--- config.mk ---
export PLATFORM = sky130hd
export DESIGN_NAME = bas_burst_seq
export DESIGN_NICKNAME = d
export VERILOG_FILES = /design/src/rtl/bas_pkg.sv /design/src/rtl/bas_fsm.sv /design/src/rtl/bas_addr_reg.sv /design/src/rtl/bas_order.sv /design/src/rtl/bas_burst_seq.sv
export SDC_FILE = /design/constraint.sdc
export NUM_CORES = 1
export LEC_CHECK = 0
export BUFFER_PORTS_ARGS = -buffer_cell sky130_fd_sc_hd__buf_4
export CORE_MARGIN = 3
export CORE_UTILIZATION = 40
export DETAILED_ROUTE_END_ITERATION = 10
export PLACE_DENSITY = 0.72
export SYNTH_ARGS = -nofsm -noshare
export SYNTH_HDL_FRONTEND = slang
export SYNTH_HIERARCHICAL = 1
export SYNTH_SLANG_ARGS = --single-unit
--- constraint.sdc ---
create_clock -name clk -period 1.4 [get_ports clk]
set_input_delay 0.28 -clock clk [delete_from_list [all_inputs] [get_ports clk]]
set_output_delay 0.28 -clock clk [all_outputs]
set_load 0.005 [all_outputs]
--- src/rtl/bas_pkg.sv ---
package bas_pkg;

    typedef enum logic [2:0] {
        ST_IDLE = 3'd0,
        ST_B0   = 3'd1,
        ST_B1   = 3'd2,
        ST_B2   = 3'd3,
        ST_B3   = 3'd4
    } bas_state_e;

    localparam int unsigned BEAT_W = 2;

    typedef logic [BEAT_W-1:0] beat_t;

endpackage

--- src/rtl/bas_fsm.sv ---
module bas_fsm
    import bas_pkg::*;
(
    input  logic       clk,
    input  logic       rst,
    input  logic       stall,
    input  logic       advance,
    output bas_state_e state,
    output beat_t      beat,
    output logic       load_en,
    output logic       last
);

    bas_state_e nxt;

    // state register
    always_ff @(posedge clk) begin
        if (rst) state <= ST_IDLE;
        else     state <= nxt;
    end

    // next-state logic
    always_comb begin
        nxt = state;
        if (!stall) begin
            if (!advance) begin
                nxt = ST_B0;                  // LOAD
            end else begin
                unique case (state)
                    ST_IDLE: nxt = ST_IDLE;   // IDLE_HOLD
                    ST_B0:   nxt = ST_B1;     // STEP
                    ST_B1:   nxt = ST_B2;     // STEP
                    ST_B2:   nxt = ST_B3;     // STEP
                    ST_B3:   nxt = ST_B0;     // WRAP
                    default: nxt = ST_IDLE;
                endcase
            end
        end
    end

    // outputs
    always_comb begin
        load_en = !stall && !advance;
        beat    = '0;
        last    = 1'b0;
        unique case (state)
            ST_IDLE: beat = 2'd0;
            ST_B0:   beat = 2'd0;
            ST_B1:   beat = 2'd1;
            ST_B2:   beat = 2'd2;
            ST_B3: begin
                beat = 2'd3;
                last = 1'b1;
            end
            default: beat = 2'd0;
        endcase
    end

    // a stalled edge changes no state
    a_r8_stall_holds_state: assert property (@(posedge clk) disable iff (rst)
        stall |=> (state == $past(state)));

    // the fourth beat is reached only by a step from the third
    a_r6_b3_from_b2: assert property (@(posedge clk) disable iff (rst)
        (!stall && advance && state == ST_B2) |=> (state == ST_B3));

    // stepping from the fourth beat wraps to the first
    a_r7_wrap_to_b0: assert property (@(posedge clk) disable iff (rst)
        (!stall && advance && state == ST_B3) |=> (state == ST_B0));

    // idle never starts a burst by itself
    a_r9_idle_stays: assert property (@(posedge clk) disable iff (rst)
        (advance && state == ST_IDLE) |=> (state == ST_IDLE));

endmodule

--- src/rtl/bas_addr_reg.sv ---
module bas_addr_reg
    import bas_pkg::*;
#(
    parameter int unsigned ADDR_W = 20,
    localparam int unsigned UP_W  = ADDR_W - BEAT_W
) (
    input  logic              clk,
    input  logic              rst,
    input  logic              load_en,
    input  logic [ADDR_W-1:0] ext_addr,
    output logic [UP_W-1:0]   upper,
    output beat_t             start
);

    always_ff @(posedge clk) begin
        if (rst) begin
            upper <= '0;
            start <= '0;
        end else if (load_en) begin
            upper <= ext_addr[ADDR_W-1:BEAT_W];
            start <= ext_addr[BEAT_W-1:0];
        end
    end

    // captured address changes only on a load edge
    a_r5_capture_only_on_load: assert property (@(posedge clk) disable iff (rst)
        !load_en |=> ($stable(upper) && $stable(start)));

endmodule

--- src/rtl/bas_order.sv ---
module bas_order
    import bas_pkg::*;
(
    input  beat_t start,
    input  beat_t beat,
    input  logic  order_sel,
    output beat_t low
);

    beat_t lin_low;
    beat_t ilv_low;

    always_comb begin
        lin_low = start + beat;
    end

    genvar gi;
    generate
        for (gi = 0; gi < BEAT_W; gi++) begin : g_ilv
            assign ilv_low[gi] = start[gi] ^ beat[gi];
        end
    endgenerate

    always_comb begin
        low = order_sel ? ilv_low : lin_low;
    end

    // beat 0 is always the start value in either order
    always_comb begin
        if (beat == '0) a_r3_beat0_is_start: assert (low == start);
    end

endmodule

--- src/rtl/bas_burst_seq.sv ---
module bas_burst_seq
    import bas_pkg::*;
#(
    parameter int unsigned ADDR_W = 20
) (
    input  logic              clk,
    input  logic              rst,
    input  logic              stall,
    input  logic              advance,
    input  logic              order_sel,
    input  logic [ADDR_W-1:0] ext_addr,
    output logic [ADDR_W-1:0] cur_addr,
    output logic              last_beat
);

    localparam int unsigned UP_W = ADDR_W - BEAT_W;

    bas_state_e          state;
    beat_t               beat;
    beat_t               start;
    beat_t               low;
    logic                load_en;
    logic [UP_W-1:0]     upper;

    bas_fsm u_fsm (
        .clk     (clk),
        .rst     (rst),
        .stall   (stall),
        .advance (advance),
        .state   (state),
        .beat    (beat),
        .load_en (load_en),
        .last    (last_beat)
    );

    bas_addr_reg #(.ADDR_W(ADDR_W)) u_areg (
        .clk      (clk),
        .rst      (rst),
        .load_en  (load_en),
        .ext_addr (ext_addr),
        .upper    (upper),
        .start    (start)
    );

    bas_order u_ord (
        .start     (start),
        .beat      (beat),
        .order_sel (order_sel),
        .low       (low)
    );

    assign cur_addr = {upper, low};

    // a load edge presents the supplied address next cycle
    a_r2_load_presents_addr: assert property (@(posedge clk) disable iff (rst)
        (!stall && !advance) |=> (cur_addr == $past(ext_addr) && !last_beat));

    // upper bits hold through advance cycles
    a_r5_upper_hold: assert property (@(posedge clk) disable iff (rst)
        advance |=> (cur_addr[ADDR_W-1:BEAT_W] == $past(cur_addr[ADDR_W-1:BEAT_W])));

    // flag clears after a step from the fourth beat
    a_r7_flag_clears: assert property (@(posedge clk) disable iff (rst)
        (!stall && advance && last_beat) |=> !last_beat);

    // stalled edge keeps the outputs (order input assumed static)
    a_r8_outputs_hold: assert property (@(posedge clk) disable iff (rst)
        stall |=> ((cur_addr == $past(cur_addr) && last_beat == $past(last_beat))
                   || order_sel != $past(order_sel)));

    // reset leaves a zero address and a clear flag
    a_r1_reset_state: assert property (@(posedge clk)
        $past(rst) |-> (cur_addr == '0 && !last_beat));

endmodule

Yosys cells after proc, flatten, opt, wreduce, memory -nomap -nowiden --
Index checks and enable logic that the tools add are counted.
Word-level totals: register bits after elaboration 23, bits of input ports 25, output and inout port bits 21, logic and storage cells 18
Operators by class: $add $sub $neg 1, equal/unequal tests 4, muxes and demuxes 5, bitwise logic cells 2, reductions and logical operators 3
Operators with widths (number):
- $pmux W3 S4 | 1
- $eq A3 B2 Y1 const B | 2
- $pmux W2 S3 | 1
- $eq A3 B1 Y1 const B | 1
- $eq A3 B3 Y1 const B | 1
- $mux W3 | 1
- $add A2 B2 Y2 | 1
- $logic_not A1 Y1 | 2
- $mux W2 | 1
- $xor A1 B1 Y1 | 2
- $logic_and A1 B1 Y1 | 1
- $mux W1 | 1

Longest topological paths before layout --
depth in word-level cells 4, depth in mapped cells 5

By module --
Netlist, hierarchy kept.
By module, submodules not included:
- bas_addr_reg | instances 1, cells an instance 64, area each 705.7 µm², sequential area each 400.4 µm²
- bas_fsm | instances 1, cells an instance 20, area each 161.4 µm², sequential area each 60.1 µm²
- bas_order | instances 1, cells an instance 4, area each 36.3 µm², sequential area each 0.0 µm²

Worst setup path before layout --
OpenSTA, ideal clock, no wires.
kind reg-to-output, start point register u_fsm.state[2], end point output cur_addr[1], arrival time 1070 ps, required time 1120 ps, setup slack 50 ps, cell stages (with the launch flop) 6, path through dfxtp_1 > nand2b_1 > a21oi_1 > ha_1 > nor2b_1 > xnor2_1
On the way: cells in the longest elaborated chain, start to end 4
RTL lines:
- start: declaration | RTL line bas_fsm.sv:8 | output bas_state_e state,
- start signal: assignment | RTL line bas_fsm.sv:19 | else state <= nxt;
- $eq A3 B3 Y1 or $eq A3 B2 Y1 (tied branches) | RTL line bas_fsm.sv:46 | unique case (state)
- $pmux W2 S3 (*) | RTL line bas_fsm.sv:46
- net beat[0] | RTL line bas_burst_seq.sv:19 | beat_t beat;
- $add A2 B2 Y2 (*) | RTL line bas_order.sv:14 | lin_low = start + beat;
- $mux W2 (*) | RTL line bas_order.sv:25 | low = order_sel ? ilv_low : lin_low;
- end: declaration | RTL line bas_burst_seq.sv:12 | output logic [ADDR_W-1:0] cur_addr,
Mark *: on every way through the listed nets, which the timed path passes. The rest lies on a longest branch.

Worst setup path in the final report --
start point register u_fsm.state[1], end point output cur_addr[1]
On the way: cells in the longest elaborated chain, start to end 4
RTL lines (RTL line):
- $eq A3 B3 Y1 or $eq A3 B2 Y1 (tied branches) | bas_fsm.sv:46
- $pmux W2 S3 (*) | bas_fsm.sv:46
- net beat[1] | bas_burst_seq.sv:19
- $add A2 B2 Y2 or $xor A1 B1 Y1 (tied branches) | bas_order.sv:14, bas_order.sv:20
- $mux W2 (*) | bas_order.sv:25
Marks and branches as above.

==> results_tabular.tex <==
\begin{tabular}{lr}
\hline
Metric & Value \\
\hline
\multicolumn{2}{l}{\textbf{Status}} \\
Run status & finished with violations \\
Failing checks & negative setup slack \\
\multicolumn{2}{l}{\textbf{Clock network}} \\
Number of H-tree branching levels & 1 \\
TritonCTS clock tree & built \\
Reg clk slew, reported paths & 0.12 ns \\
Clock insertion delay at the later pin of the skew report & 0.29 ns \\
Clock buffer count from CTS & 3 \\
Number of buffers between clock root and the deepest sink & 2 \\
Clk sinks & 23 \\
Clock root buffer & sky130\_fd\_sc\_hd\_\_clkbuf\_4 \\
\multicolumn{2}{l}{\textbf{Min path}} \\
Class of the tightest hold or removal check & in -> reg \\
Hold Path Depth & 3 \\
\multicolumn{2}{l}{\textbf{Yosys}} \\
Synth unique cells & 17 \\
Mapped Avg Cell Area & 10.3 um\^{}2 \\
Proportion of synthesized chip area in sequential cells & 51.0\% \\
Number of flip-flops and latches in the synthesized netlist & 23 \\
Count of mapped cells out of synthesis & 88 \\
Yosys synthesis warning count & 6 \\
Mapped Area & 903 um\^{}2 \\
Number of nets produced by synthesis & 114 \\
\multicolumn{2}{l}{\textbf{Die}} \\
Placeable core region & 2040 um\^{}2 \\
Die Outline Area & 2860 um\^{}2 \\
Initial cell density of the core & 44.2\% \\
Num ports & 46 \\
Num rows & 16 \\
Width of the die & 53.5 um \\
Die span in y & 53.5 um \\
\multicolumn{2}{l}{\textbf{STA}} \\
Slew Limit Fails & 0 \\
Final Cycle Share & 129\% \\
Top achievable clock speed & 0.552 GHz \\
Number of endpoints failing setup at the final stage & 2 \\
Final clock skew & 0.000129 ns \\
Total Negative Setup Slacks & -0.628 ns \\
Least-Margin Pin Slew & 0.232 ns \\
Number of failing hold endpoints at the final stage & 0 \\
Post-layout worst setup margin & -0.411 ns \\
Worst hold slack & 0.208 ns \\
Final critical-path required period & 1.81 ns \\
RSZ-0062 raised after global routing & true \\
Slew Limit Headroom & 84.5\% \\
\multicolumn{2}{l}{\textbf{Cells and area}} \\
Top library cells by usage in the layout, fill and taps aside & sky130\_fd\_sc\_hd\_\_buf\_4, sky130\_fd\_sc\_hd\_\_nor2\_1, sky130\_fd\_sc\_hd\_\_mux2i\_1, sky130\_fd\_sc\_hd\_\_dfxtp\_1, sky130\_fd\_sc\_hd\_\_clkbuf\_4 \\
Commonest non-fill, non-tap cell in the layout & sky130\_fd\_sc\_hd\_\_buf\_4 \\
Final design area excluding fillers & 1420 um\^{}2 \\
Nets@finish & 167 \\
Share of the core filled with cells & 69.5\% \\
Area Overhead vs Synth & 57.1\% \\
Layout cell share with drive strength beyond 1 & 49.3\% \\
Ant diodes & 0 \\
\multicolumn{2}{l}{\textbf{Route}} \\
Routed length on met3 & 113 um \\
DR iter-0 viols & 3 \\
Total routed wirelength & 2110 um \\
DRT met1 WL & 868 um \\
Via Count & 800 \\
Detail-routed via count per cell & 4.79 \\
Post-route DRC violation count & 0 \\
Routed length per instance & 12.6 um \\
TritonRoute pass-1 iters & 4 \\
Top layer used by detailed routing & met4 \\
Routed wire length on met2 & 1120 um \\
Detail Route Antenna Nets & 0 \\
\multicolumn{2}{l}{\textbf{Power and ir drop}} \\
Share of power burned in registers & 58.4\% \\
Ratio of total power to cell area & 851 nW/um\^{}2 \\
Sw Ratio & 23.3\% \\
Worst ir drop on vdd & 0.633 mV \\
Internal power of the cells & 0.926 mW \\
Standby leakage power & 0.644 nW \\
Combinational Power Share & 17.6\% \\
NetSw & 0.281 mW \\
Fraction of power consumed by the clock network & 24.1\% \\
\multicolumn{2}{l}{\textbf{Setup path}} \\
Number of cells on the worst reg-to-reg path & 5 \\
Data arrival time of the critical path & 1.53 ns \\
Endpoint required time on the critical path & 1.12 ns \\
Highest net fanout along the worst path & 3 \\
Type of element launching the critical path & register \\
Kind of critical path & reg -> out \\
Element type at the critical path end & primary output \\
\multicolumn{2}{l}{\textbf{Job}} \\
Max-cap viol count & 0 \\
\multicolumn{2}{l}{\textbf{Global routing}} \\
Total congestion overflow after global routing & 0 \\
Largest net degree at the start of global routing & 24 \\
Antenna violations before repair & 0 \\
GRT Overall Usage & 16.4\% \\
First-pass GRT wire length & 3460 um \\
Number of global-route vias before repair & 823 \\
\multicolumn{2}{l}{\textbf{Placed design}} \\
Placement Cell Area & 1290 um\^{}2 \\
Count of input and output buffers & 45 \\
Placement-stage worst setup slack & -0.137 ns \\
Placer's final routability congestion estimate & 0.687 \\
DP Wirelength & 1520 um \\
\hline
\end{tabular}
-- sequential cells by signal, indices dropped and copies added (netlist names) --
register,cells
u_areg/upper,18
u_fsm/state,3
u_areg/start,2
-- through the flow --
step	std cells	power, mW
after floorplan	88	0.801
after global placement	160	0.912
after detailed placement	160	0.918
after CTS	165	1.21
after global routing	167	1.27
final	167	1.21
-- timing repair --
item,4_1_cts,5_1_grt
hold buffers,0,0
gates resized for setup,7,11
setup endpoints to repair,2,3
buffers inserted,1,2
pin swaps,1,2
cloned,0,0
-- worst max-delay path: stages, from the launching register on --
cell                       delay, ns
sky130_fd_sc_hd__dfxtp_4        0.39
sky130_fd_sc_hd__nand2b_4       0.14
sky130_fd_sc_hd__nor2_2         0.04
sky130_fd_sc_hd__o21bai_2       0.20
sky130_fd_sc_hd__xnor2_2        0.20
sky130_fd_sc_hd__xnor2_2        0.14
sky130_fd_sc_hd__buf_4          0.12
-- logic make-up after synthesis --
logic type / synth area share [%]
compound gates: 4.85
xor+xnor: 1.94
fa+ha+maj: 1.38
buf+inv: 4.16
flops: 51.0
mux: 22.2
simple gates: 14.5
-- power by group through the flow --
stage | sequential [mW] | clock (mW) | combinational (mW)
finish | 0.705 | 0.291 | 0.212
detailed placement | 0.718 | 0 | 0.200
floorplan | 0.718 | 0 | 0.0828
global placement | 0.716 | 0 | 0.195
global route | 0.709 | 0.329 | 0.236
CTS | 0.705 | 0.300 | 0.206
-- layer usage --
metal	up-vias	GRT usage, %
met5	-	0
met3	2	2.82
li1	400	-
met1	374	19.3
met2	24	29.2
met4	0	6.38
-- cell type report --
cell class,count,area (um^2)
Fill cell,167,623
Multi-Input combinational cell,59,475
Sequential cell,23,469
Timing Repair Buffer,52,407
Tap cell,27,33.8
Clock buffer,4,26.3
Inverter,2,7.51
-- Yosys cell counts, drive strengths merged --
| cell | n | area [um^2] |
|---|---|---|
| dfxtp | 23 | 460 |
| nor2 | 23 | 86.3 |
| mux2i | 20 | 200 |
| a21oi | 3 | 15.0 |
| nand2b | 3 | 18.8 |
| buf | 2 | 22.5 |
| clkbuf | 2 | 7.51 |
| inv | 2 | 7.51 |
| xnor2 | 2 | 17.5 |
| a22oi | 1 | 7.51 |
| and4bb | 1 | 12.5 |
| ha | 1 | 12.5 |
| nor2b | 1 | 6.26 |
| nor3b | 1 | 7.51 |
| o21ai | 1 | 5.00 |
| o21bai | 1 | 7.51 |
| o31a | 1 | 8.76 |
-- final timing paths --
check / slack [ns] / endpoint / start
hold / removal: 0.21 / u_areg/start[1] / ext_addr[1]
hold reg to reg: 0.51 / u_areg/upper[11] / u_areg/upper[11]
setup / recovery: -0.41 / cur_addr[1] / u_fsm/state[1]
setup reg to reg: 0.24 / u_fsm/state[0] / u_fsm/state[1]
Note: power is estimated with default switching activity, not from simulation.
